$ cat src/rtl/fuart_pkg.sv
package fuart_pkg;

  localparam int BYTE_W  = 8;
  localparam int ENTRY_W = 12;

  localparam logic [2:0] ADDR_DATA  = 3'd0;
  localparam logic [2:0] ADDR_LINE  = 3'd1;
  localparam logic [2:0] ADDR_DIVI  = 3'd2;
  localparam logic [2:0] ADDR_DIVF  = 3'd3;
  localparam logic [2:0] ADDR_LEVEL = 3'd4;
  localparam logic [2:0] ADDR_STAT  = 3'd5;

  typedef struct packed {
    logic       sendBrk;
    logic       fifoEn;
    logic       twoStop;
    logic       parStick;
    logic       parOdd;
    logic       parEn;
    logic [1:0] wordSel;
  } lineCfg_t;

  typedef struct packed {
    logic               txPop;
    logic               rxPush;
    logic [ENTRY_W-1:0] rxEntry;
  } strobe_t;

  typedef enum logic [2:0] {TX_IDLE, TX_START, TX_DATA, TX_PAR, TX_STOP} txState_t;
  typedef enum logic [2:0] {RX_IDLE, RX_START, RX_DATA, RX_PAR, RX_STOP, RX_WAITHI} rxState_t;

  function automatic logic parityOf(logic [BYTE_W-1:0] d, lineCfg_t c);
    if (c.parStick) return c.parOdd;
    return (^d) ^ c.parOdd;
  endfunction

endpackage

$ cat src/rtl/fuart_fifo.sv
module fuart_fifo #(
  parameter int WIDTH = 8,
  parameter int DEPTH = 16,
  localparam int AW = $clog2(DEPTH),
  localparam int CW = $clog2(DEPTH + 1)
) (
  input  logic             clk,
  input  logic             rstN,
  input  logic             oneDeep,
  input  logic             push,
  input  logic             pop,
  input  logic [WIDTH-1:0] wdata,
  output logic [WIDTH-1:0] rdata,
  output logic [CW-1:0]    count,
  output logic             full,
  output logic             empty
);
  logic [WIDTH-1:0] mem [DEPTH];
  logic [AW-1:0] wrPtr, rdPtr;
  logic doPush, doPop;

  assign empty  = (count == '0);
  assign full   = oneDeep ? !empty : (count == CW'(DEPTH));
  assign doPush = push && !full;
  assign doPop  = pop && !empty;
  assign rdata  = mem[rdPtr];

  always_ff @(posedge clk)
    if (doPush) mem[wrPtr] <= wdata;

  always_ff @(posedge clk or negedge rstN)
    if (!rstN) begin
      wrPtr <= '0;
      rdPtr <= '0;
      count <= '0;
    end else begin
      if (doPush) wrPtr <= wrPtr + 1'b1;
      if (doPop)  rdPtr <= rdPtr + 1'b1;
      count <= count + CW'(doPush) - CW'(doPop);
    end
endmodule

$ cat src/rtl/fuart_ctrl.sv
module fuart_ctrl
  import fuart_pkg::*;
(
  input  logic        clk,
  input  logic        rstN,
  input  lineCfg_t    cfg,
  input  logic [15:0] baudInt,
  input  logic [5:0]  baudFrac,
  input  logic        txEmpty,
  input  logic [7:0]  txData,
  input  logic        rxd,
  output logic        txd,
  output logic        txBusy,
  output strobe_t     strb
);
  // tick generator: whole part plus fractional carry
  logic [16:0] divCnt, divLimit;
  logic [5:0]  fracAcc;
  logic        extraCyc, tick, baudOn;

  assign baudOn   = (baudInt != 16'd0);
  assign divLimit = {1'b0, baudInt} - 17'd1 + {16'd0, extraCyc};
  assign tick     = baudOn && (divCnt >= divLimit);

  always_ff @(posedge clk or negedge rstN)
    if (!rstN) begin
      divCnt <= '0; fracAcc <= '0; extraCyc <= 1'b0;
    end else if (!baudOn) begin
      divCnt <= '0; fracAcc <= '0; extraCyc <= 1'b0;
    end else if (tick) begin
      divCnt <= '0;
      {extraCyc, fracAcc} <= {1'b0, fracAcc} + {1'b0, baudFrac};
    end else begin
      divCnt <= divCnt + 17'd1;
    end

  logic [3:0] nBits;
  logic [7:0] bitMask;
  assign nBits   = 4'd5 + {2'b00, cfg.wordSel};
  assign bitMask = 8'hFF >> (4'd8 - nBits);

  // transmitter
  txState_t txSt;
  logic [3:0] txTk;
  logic [2:0] txIdx;
  logic [7:0] txSh;
  logic txPar, txStop2, bitEnd, lastStop, txPopC, lineBit;

  assign bitEnd   = tick && (txTk == 4'd15);
  assign lastStop = (txSt == TX_STOP) && bitEnd && (!cfg.twoStop || txStop2);
  assign txPopC   = !txEmpty && (((txSt == TX_IDLE) && tick) || lastStop);
  assign txBusy   = (txSt != TX_IDLE);

  always_ff @(posedge clk or negedge rstN)
    if (!rstN) begin
      txSt <= TX_IDLE; txTk <= '0; txIdx <= '0; txSh <= '0;
      txPar <= 1'b0; txStop2 <= 1'b0;
    end else if (txPopC) begin
      txSt    <= TX_START;
      txTk    <= '0;
      txSh    <= txData & bitMask;
      txPar   <= parityOf(txData & bitMask, cfg);
      txStop2 <= 1'b0;
    end else if (lastStop) begin
      txSt <= TX_IDLE;
    end else if (tick && (txSt != TX_IDLE)) begin
      txTk <= txTk + 4'd1;
      if (bitEnd) begin
        case (txSt)
          TX_START: begin txSt <= TX_DATA; txIdx <= '0; end
          TX_DATA:
            if ({1'b0, txIdx} == nBits - 4'd1) txSt <= cfg.parEn ? TX_PAR : TX_STOP;
            else begin
              txIdx <= txIdx + 3'd1;
              txSh  <= txSh >> 1;
            end
          TX_PAR:  txSt <= TX_STOP;
          TX_STOP: txStop2 <= 1'b1;
          default: txSt <= TX_IDLE;
        endcase
      end
    end

  always_comb
    case (txSt)
      TX_START: lineBit = 1'b0;
      TX_DATA:  lineBit = txSh[0];
      TX_PAR:   lineBit = txPar;
      default:  lineBit = 1'b1;
    endcase

  always_ff @(posedge clk or negedge rstN)
    if (!rstN) txd <= 1'b1;
    else       txd <= cfg.sendBrk ? 1'b0 : lineBit;

  // receiver
  logic rxS1, rxS2;
  rxState_t rxSt;
  logic [3:0] rxTk;
  logic [2:0] rxIdx;
  logic [7:0] rxSh;
  logic rxParBit, pushR, isBrk, parErr;
  logic [ENTRY_W-1:0] entryR;

  assign isBrk  = !rxS2 && (rxSh == 8'd0) && !(cfg.parEn && rxParBit);
  assign parErr = cfg.parEn && (rxParBit != parityOf(rxSh, cfg));

  always_ff @(posedge clk or negedge rstN)
    if (!rstN) begin
      rxS1 <= 1'b1; rxS2 <= 1'b1;
    end else begin
      rxS1 <= rxd; rxS2 <= rxS1;
    end

  always_ff @(posedge clk or negedge rstN)
    if (!rstN) begin
      rxSt <= RX_IDLE; rxTk <= '0; rxIdx <= '0; rxSh <= '0;
      rxParBit <= 1'b0; pushR <= 1'b0; entryR <= '0;
    end else begin
      pushR <= 1'b0;
      case (rxSt)
        RX_IDLE:
          if (tick && !rxS2) begin rxSt <= RX_START; rxTk <= '0; end
        RX_START:
          if (tick) begin
            if (rxTk == 4'd7) begin
              rxTk <= '0;
              if (rxS2) rxSt <= RX_IDLE;
              else begin rxSt <= RX_DATA; rxIdx <= '0; rxSh <= '0; end
            end else rxTk <= rxTk + 4'd1;
          end
        RX_DATA:
          if (tick) begin
            rxTk <= rxTk + 4'd1;
            if (rxTk == 4'd15) begin
              rxSh[rxIdx] <= rxS2;
              if ({1'b0, rxIdx} == nBits - 4'd1) rxSt <= cfg.parEn ? RX_PAR : RX_STOP;
              else rxIdx <= rxIdx + 3'd1;
            end
          end
        RX_PAR:
          if (tick) begin
            rxTk <= rxTk + 4'd1;
            if (rxTk == 4'd15) begin rxParBit <= rxS2; rxSt <= RX_STOP; end
          end
        RX_STOP:
          if (tick) begin
            rxTk <= rxTk + 4'd1;
            if (rxTk == 4'd15) begin
              pushR  <= 1'b1;
              entryR <= isBrk ? 12'h400 : {2'b00, parErr, !rxS2, rxSh};
              rxSt   <= rxS2 ? RX_IDLE : RX_WAITHI;
            end
          end
        RX_WAITHI:
          if (rxS2) rxSt <= RX_IDLE;
        default: rxSt <= RX_IDLE;
      endcase
    end

  always_comb begin
    strb.txPop   = txPopC;
    strb.rxPush  = pushR;
    strb.rxEntry = entryR;
  end
endmodule

$ cat src/rtl/fuart_dp.sv
module fuart_dp
  import fuart_pkg::*;
#(
  parameter int DEPTH = 16,
  localparam int CW = $clog2(DEPTH + 1)
) (
  input  logic          clk,
  input  logic          rstN,
  input  logic          regWr,
  input  logic          regRd,
  input  logic [2:0]    regAddr,
  input  logic [15:0]   regWdata,
  output logic [15:0]   regRdata,
  input  strobe_t       strb,
  input  logic          txBusy,
  output lineCfg_t      cfg,
  output logic [15:0]   baudInt,
  output logic [5:0]    baudFrac,
  output logic          txEmpty,
  output logic [7:0]    txData,
  output logic [CW-1:0] rxCount,
  output logic          rxFull,
  output logic          rxEmpty,
  output logic          rxPop,
  output logic          txIrq,
  output logic          rxIrq
);
  logic [2:0] txLvl, rxLvl;
  logic pendOvr, txFull, txPush, rxPushOk;
  logic [CW-1:0] txCount;
  logic [ENTRY_W-1:0] rxHead;

  function automatic logic [CW-1:0] levelOf(logic [2:0] sel);
    case (sel)
      3'd0:    return CW'(DEPTH / 8);
      3'd1:    return CW'(DEPTH / 4);
      3'd2:    return CW'(DEPTH / 2);
      3'd3:    return CW'(DEPTH * 3 / 4);
      default: return CW'(DEPTH * 7 / 8);
    endcase
  endfunction

  always_ff @(posedge clk or negedge rstN)
    if (!rstN) begin
      cfg      <= lineCfg_t'(8'h43);
      baudInt  <= '0;
      baudFrac <= '0;
      txLvl    <= 3'd2;
      rxLvl    <= 3'd2;
    end else if (regWr) begin
      case (regAddr)
        ADDR_LINE:  cfg <= lineCfg_t'(regWdata[7:0]);
        ADDR_DIVI:  baudInt <= regWdata;
        ADDR_DIVF:  baudFrac <= regWdata[5:0];
        ADDR_LEVEL: begin txLvl <= regWdata[2:0]; rxLvl <= regWdata[5:3]; end
        default: ;
      endcase
    end

  assign txPush   = regWr && (regAddr == ADDR_DATA);
  assign rxPop    = regRd && (regAddr == ADDR_DATA);
  assign rxPushOk = strb.rxPush && !rxFull;

  always_ff @(posedge clk or negedge rstN)
    if (!rstN) pendOvr <= 1'b0;
    else if (strb.rxPush) pendOvr <= rxFull;

  fuart_fifo #(.WIDTH(BYTE_W), .DEPTH(DEPTH)) uTxq (
    .clk(clk), .rstN(rstN), .oneDeep(!cfg.fifoEn),
    .push(txPush), .pop(strb.txPop), .wdata(regWdata[7:0]),
    .rdata(txData), .count(txCount), .full(txFull), .empty(txEmpty));

  fuart_fifo #(.WIDTH(ENTRY_W), .DEPTH(DEPTH)) uRxq (
    .clk(clk), .rstN(rstN), .oneDeep(!cfg.fifoEn),
    .push(rxPushOk), .pop(rxPop), .wdata(strb.rxEntry | {pendOvr, 11'd0}),
    .rdata(rxHead), .count(rxCount), .full(rxFull), .empty(rxEmpty));

  assign rxIrq = cfg.fifoEn ? (!rxEmpty && (rxCount >= levelOf(rxLvl))) : !rxEmpty;
  assign txIrq = cfg.fifoEn ? (txCount <= levelOf(txLvl)) : txEmpty;

  always_comb
    case (regAddr)
      ADDR_DATA:  regRdata = {4'd0, rxHead};
      ADDR_LINE:  regRdata = {8'd0, cfg};
      ADDR_DIVI:  regRdata = baudInt;
      ADDR_DIVF:  regRdata = {10'd0, baudFrac};
      ADDR_LEVEL: regRdata = {10'd0, rxLvl, txLvl};
      ADDR_STAT:  regRdata = {11'd0, txBusy, rxEmpty, rxFull, txEmpty, txFull};
      default:    regRdata = 16'd0;
    endcase
endmodule

$ cat src/rtl/fuart_top.sv
module fuart_top
  import fuart_pkg::*;
#(
  parameter int DEPTH = 16,
  localparam int CW = $clog2(DEPTH + 1)
) (
  input  logic        clk,
  input  logic        rstN,
  input  logic        regWr,
  input  logic        regRd,
  input  logic [2:0]  regAddr,
  input  logic [15:0] regWdata,
  output logic [15:0] regRdata,
  input  logic        rxd,
  output logic        txd,
  output logic        txIrq,
  output logic        rxIrq
);
  lineCfg_t cfg;
  strobe_t strb;
  logic [15:0] baudInt;
  logic [5:0] baudFrac;
  logic txEmpty, txBusy, rxFull, rxEmpty, rxPop;
  logic [7:0] txData;
  logic [CW-1:0] rxCount;

  fuart_ctrl uCtrl (
    .clk(clk), .rstN(rstN), .cfg(cfg), .baudInt(baudInt), .baudFrac(baudFrac),
    .txEmpty(txEmpty), .txData(txData), .rxd(rxd), .txd(txd), .txBusy(txBusy),
    .strb(strb));

  fuart_dp #(.DEPTH(DEPTH)) uDp (
    .clk(clk), .rstN(rstN), .regWr(regWr), .regRd(regRd), .regAddr(regAddr),
    .regWdata(regWdata), .regRdata(regRdata), .strb(strb), .txBusy(txBusy),
    .cfg(cfg), .baudInt(baudInt), .baudFrac(baudFrac), .txEmpty(txEmpty),
    .txData(txData), .rxCount(rxCount), .rxFull(rxFull), .rxEmpty(rxEmpty),
    .rxPop(rxPop), .txIrq(txIrq), .rxIrq(rxIrq));
endmodule

$ cat config.mk
export PLATFORM = sky130hd
export DESIGN_NAME = fuart_top
export DESIGN_NICKNAME = d
export VERILOG_FILES = /design/src/rtl/fuart_pkg.sv /design/src/rtl/fuart_fifo.sv /design/src/rtl/fuart_ctrl.sv /design/src/rtl/fuart_dp.sv /design/src/rtl/fuart_top.sv
export SDC_FILE = /design/constraint.sdc
export NUM_CORES = 1
export LEC_CHECK = 0
export CAP_MARGIN = 20
export CORE_AREA = 2 2 222 224
export DETAILED_ROUTE_END_ITERATION = 10
export DIE_AREA = 0 0 224 226
export GPL_ROUTABILITY_DRIVEN = 1
export HOLD_SLACK_MARGIN = 0.1
export SLEW_MARGIN = 20
export SYNTH_ARGS = -nofsm -noshare
export SYNTH_HDL_FRONTEND = slang
export SYNTH_HIERARCHICAL = 1
export SYNTH_SLANG_ARGS = --single-unit
$ cat constraint.sdc
create_clock -name clk -period 10.56 [get_ports clk]
set_input_delay 2.112 -clock clk [delete_from_list [all_inputs] [get_ports clk]]
set_output_delay 2.112 -clock clk [all_outputs]
set_load 0.01 [all_outputs]
Yosys cells after proc, flatten, opt, wreduce, memory -nomap -nowiden
Memories as Yosys holds them, arrays and structs flattened.
Index checks and enable logic that the tools add are counted.
Word-level totals
  bits in writable memories: 320
  flip-flop bits (word level): 142
  input port bits: 24
  memories kept: 2
  output and inout port bits: 19
Cells by class
  bitwise gates (word level): 6
  order comparisons: 5
  mux-type cells: 86
  reduce and logical (&&, ||, !) cells: 67
  eq/ne operators: 48
  shift-type cells: 1
  $add $sub $neg: 19
Memory list
  uDp.uRxq.mem: words 16, width 12, read ports 1, clocked after Yosys merged registers in 0, wr ports 1, line fuart_fifo.sv:18  | logic [WIDTH-1:0] mem [DEPTH];
  uDp.uTxq.mem: words 16, width 8, read ports 1, clocked after Yosys merged registers in 0, wr ports 1, line fuart_fifo.sv:18
Operators by type and width (count)
  one-hot mux 16 bit (6 select lines): 1
  two-way mux 8 bit: 11
  two-way mux 3 bit: 25
  two-way mux 17 bit: 2
  one-hot mux 4 bit (4 select lines): 2
  == test 3 x 2 -> 1 bit, second input constant: 10
  inequality test 2 x 1 -> 1 bit, second input constant: 15
  two-way mux 4 bit: 7
  two-way mux 1 bit: 25
  adder 4 x 1 -> 4 bit, second input constant: 6
  logical AND 1 bit: 21
  one-hot mux 3 bit (6 select lines): 1
  adder 17 x 1 -> 17 bit: 1
  adder 17 x 1 -> 17 bit, second input constant: 1
  >= comparator 17 bit: 1
  subtractor 16 x 1 -> 17 bit, second input constant: 1
  one-hot mux 8 bit (2 select lines): 1
  nonzero test 16 bit: 1
  parity 8 bit: 2
  == test 3 x 1 -> 1 bit, second input constant: 5
  == test 3 bit, second input constant: 5
  logical NOT 3 bit: 5
  two-way mux 6 bit: 2
  bitwise OR 12 bit: 1
  other kinds (45): 80

Longest topological paths before layout
  word-level depth: 11
  depth in mapped cells: 26

Hierarchy
Netlist, hierarchy kept.
By module, submodules not included
  fuart_fifo at uDp.uRxq: seq. area each 6090.8 um^2, instances 1, cells an instance 434, area each 8236.6 um^2
  fuart_fifo at uDp.uTxq: seq. area each 4169.0 um^2, instances 1, cells an instance 320, area each 5816.8 um^2
  fuart_ctrl: seq. area each 1955.6 um^2, instances 1, cells an instance 579, area each 5166.2 um^2
  fuart_dp: seq. area each 932.1 um^2, instances 1, cells an instance 172, area each 2232.1 um^2

Least setup slack after synthesis
OpenSTA, ideal clock, no wires.
  path type: input to output
  start point: input regAddr[0]
  end point: output regRdata[3]
  arrival: 3054 ps
  setup slack: 5394 ps
  required time: 8448 ps
  stages on the path: 5
  path buffers: 2
  cell sequence: buf_4 > buf_4 > mux2i_1 > o21a_1 > a221oi_1
On the way
  cells in the longest elaborated chain, start to end: 2
  elaborated cells between the ends (all ways): 7
  those cells by class: eq/ne: 5; mux: 1; reduce/logical: 1
Ends and longest elaborated chain
  start: declaration: line fuart_top.sv:11  | input logic [2:0] regAddr,
  == test 3 bit (tied with other cells): line fuart_dp.sv:82  | case (regAddr)
  one-hot mux 16 bit (6 select lines) (*): line fuart_dp.sv:82
  end: declaration: line fuart_top.sv:13  | output logic [15:0] regRdata,
Mark *: on every way between the ends. The rest lies on a longest branch, timed or not.

Worst setup path in the final report
  start point: input regAddr[2]
  end point: output regRdata[4]
Same word-level chain as after synthesis.

==> flow_summary_export.csv <==
group,metric,value,unit
outcome,outcome,"finished, final reports clean",
timing,skew,0.04298,ns
logic_synthesis,synth-async-reset-ratio,30.59,%
finish,post-route-cell-area,23850,sq um
logic_synthesis,synth_edf_count,320,
place,place.detailed.hpwl,31230,um
drt,wl,48490,um
finish,multi_input_area,7523,sq um
finish,seqCellArea,13150,sq um
floorplanning,core_area,48340,sq um
timing,tns,0,ns
worst_hold_path,holdPathEnd,"uCtrl/rxS2$_DFF_PN1_",
floorplanning,die_area,50620,sq um
timing,rsz0062_at_grt,"false",
grt,grt-ovfl-total,0,
place,gp_congestion,0.8073,
critical_path,worstPathMaxFanout,15,
place,port_buffers,42,
grt,grt_usage,19.33,%
clock_tree,cts_hold_buf,0,
floorplanning,rows,81,
drt,drt_iter0_drc,1075,
logic_synthesis,ys_types,89,
critical_path,crit_path_start_kind,"input pin",
critical_path,crit_path_end_kind,"output pin",
grt,antenna_found_initial,1,
logic_synthesis,syn_avg_cell_area,14.25,sq um
critical_path,cp_cell_sequence,"clkdlybuf4s50_1, nor2b_2, a221oi_1, a31oi_1, clkdlybuf4s50_1",
worst_hold_path,min_path_type,"reg2reg",
logic_synthesis,ys_ff_latch,461,
finish,final_common_cell,"edfxtp_1",
critical_path,regToRegStartpoint,"uDp/baudInt[4]$_DFFE_PN0P_",
clock_tree,htree_num_levels,2,
critical_path,cp.required,8.45,ns
clock_tree,root_buffer,"clkbuf_16",
critical_path,critPathSlowestCell,"clkdlybuf4s50_1",
critical_path,crit_family,"buffers and inverters",
timing,final.period_utilization,61.80,%
floorplanning,die_w,224,um
logic_synthesis,synth_area,21450,sq um
timing,drv_slew,0,
finish,fillers,4070,
finish,layout-drive-gt1-share,13.96,%
drt,wl_per_cell,22.06,um
timing,min_period,6.526,ns
clock_tree,clk_path_buf_depth,3,
finish,num-nets-final,1630,
clock_tree,clock_latency,0.61,ns
finish,diodes,0,
logic_synthesis,yosysWarnings,6,
timing,hold_viol,0,
critical_path,crit_type,"in2out",
critical_path,arrival,4.41,ns
drt,drc,0,
worst_hold_path,worstHoldStart,"uCtrl/rxS1$_DFF_PN1_",
grt,grt_pass1_wl,74150,um
critical_path,max_stage_delay,0.94,ns
floorplanning,initial_core_util,44.37,%
timing,finalSetupViolations,0,
floorplanning,ios,43,
grt,grt_pass1_vias,12300,
logic_synthesis,syn_inst,1505,
finish,layout_common_cells,"320 x edfxtp_1, 131 x dfrtp_1, 99 x mux2i_1, 75 x nand2_1, 73 x nor2_1",
logic_synthesis,syn-num-nets,1596,
clock_tree,cts_setup_buffers,0,
logic_synthesis,synth_flop_cell,"edfxtp_1",
clock_tree,post_cts_resized,0,
critical_path,crit_top_cell,"clkdlybuf4s50_1",
flow_run,drv_cap,0,
floorplanning,fp.dieH,226,um
finish,area_growth_syn_to_layout,11.18,%
drt,dr.pass1.iters,5,
critical_path,reg2reg_slack,5.12,ns
clock_tree,numCtsBuffers,50,
timing,relSlewSlack,28.83,%
pwr,p_per_area,205.4,nW/um^2
critical_path,path_buf_inv,2,
clock_tree,cts_sinks,461,
critical_path,reg2reg_depth,21,
worst_hold_path,holdPathStages,0,
clock_tree,clk_pin_slew_worst_paths,0.06,ns
logic_synthesis,seq_area_frac_synth,61.29,%
critical_path,crit-reg2reg-capture,"uDp/uTxq/count[4]$_DFF_PN0_",
pwr,p_leak,8.580,nW
drt,viasPerCell,5.663,
clock_tree,tritoncts,"built",
drt,antenna_left,0,
timing,max_freq,153.2,MHz
timing,worst_slew_pin_slew,1.064,ns
pwr,vdd_drop_max,132.1,uV
place,placed_area,22250,sq um
drt,via_count,12450,
grt,grt_max_degree,85,
==> worst reg2reg max path, cell delays in order (launching register included) <==
cell      delay (ns)
dfrtp_1         0.44
or4_4           0.60
nor3_1          0.23
nand2_1         0.11
xor2_1          0.15
ha_1            0.31
and4_1          0.23
a221oi_1        0.25
o21ai_1         0.18
o211a_4         0.33
o21ai_2         0.67
inv_1           0.13
nor2b_1         0.27
ha_1            0.35
inv_1           0.06
ha_1            0.15
inv_1           0.06
fa_1            0.43
inv_1           0.07
a21oi_1         0.06
o21bai_1        0.15
xnor2_1         0.13
==> synth_stat cells, types with 9 or more instances <==
master | count | area [sq um]
xor2_1 | 23 | 201.4
o21ai_0 | 64 | 320.3
a22oi_1 | 21 | 157.7
a221oi_1 | 43 | 376.6
nand3_1 | 36 | 180.2
inv_1 | 72 | 270.3
a31oi_1 | 22 | 137.6
mux2_4 | 25 | 375.4
buf_2 | 9 | 45.04
mux2_2 | 20 | 225.2
nor3_1 | 17 | 85.08
dfrtp_1 | 133 | 3328
clkbuf_1 | 27 | 101.4
mux2i_1 | 99 | 991.0
a21oi_1 | 31 | 155.2
and3_1 | 41 | 256.5
buf_6 | 19 | 214.0
ha_1 | 64 | 800.8
nor2_1 | 73 | 274.0
xnor2_1 | 46 | 402.9
nand2_1 | 75 | 281.5
edfxtp_1 | 320 | 9609
nor2b_1 | 14 | 87.58
buf_4 | 12 | 90.09
mux4_2 | 42 | 945.9
==> metal layers <==
metal	global-route usage (%)	routed length [um]	vias up
met2	29.87	21980	327
met5	0	13	-
met1	27.59	22620	6289
met3	4.241	2849	69
li1	-	-	5761
met4	5.355	1025	2
==> state kept, by name, summed over array words and instances (netlist names), 5 cells and up <==
name,count
uDp/uRxq/mem,192
uDp/uTxq/mem,128
uCtrl/divCnt,17
uDp/baudInt,16
uCtrl/entryR,11
uCtrl/rxSh,8
uCtrl/txSh,8
uDp/cfg,8
uCtrl/fracAcc,6
uDp/baudFrac,6
uDp/uRxq/count,5
uDp/uTxq/count,5
==> cell type report <==
cell class | count | area share, %
repair buffers | 55 | 2.177
clock inverters | 22 | 1.039
multi-input cells | 898 | 31.54
inverters | 73 | 1.149
clock buffers | 67 | 5.681
flip-flops and latches | 461 | 55.15
well taps | 622 | 3.263
==> power by group <==
group | internal (mW) | switching (mW) | total, mW
combinational | 0.462 | 0.507 | 0.969
sequential | 2.04 | 0.185 | 2.22
clock | 0.981 | 0.723 | 1.70
==> metrics by stage <==
step | hold WS [ns] | util [%] | instances | setup slack [ns] | power [mW]
2_1_floorplan | 0.3452 | - | 1505 | 5.394 | 2.972
3_3_place_gp | 0.3684 | 46.02 | 2109 | 4.114 | 3.205
3_5_place_dp | 0.3663 | 46.02 | 2109 | 4.089 | 3.230
4_1_cts | 0.3769 | 49.33 | 2198 | 3.978 | 4.948
5_1_grt | 0.3740 | 49.34 | 2198 | 3.767 | 5.141
6_report | 0.3685 | 49.34 | 2198 | 4.034 | 4.898
==> worst max path at each step <==
stage	startpoint	endpoint	slack (ns)	depth (start not counted)
final	regAddr[2]	regRdata[4]	4.03	5
after detailed placement	regAddr[2]	regRdata[4]	4.09	5
after floorplan	regAddr[0]	regRdata[3]	5.39	5
after global routing	uDp/uRxq/rdPtr[0]$_DFFE_PN0P_	regRdata[4]	3.77	8
after global placement	regAddr[2]	regRdata[2]	4.11	5
after CTS	uDp/uRxq/rdPtr[0]$_DFFE_PN0P_	regRdata[0]	3.98	7
==> logic make-up (layout without fill, tap and decap cells) <==
kind of cell,count (synthesis),in the layout,share of synthesized area [%]
fa+ha+maj,67,67,4.013
mux,192,192,12.14
simple gates,320,320,7.973
xor+xnor,69,69,2.817
compound gates,249,249,8.049
flops,461,461,61.29
other cells,1,1,0.01748
buf+inv,146,217,3.698
(Power assumes the default switching activity.)
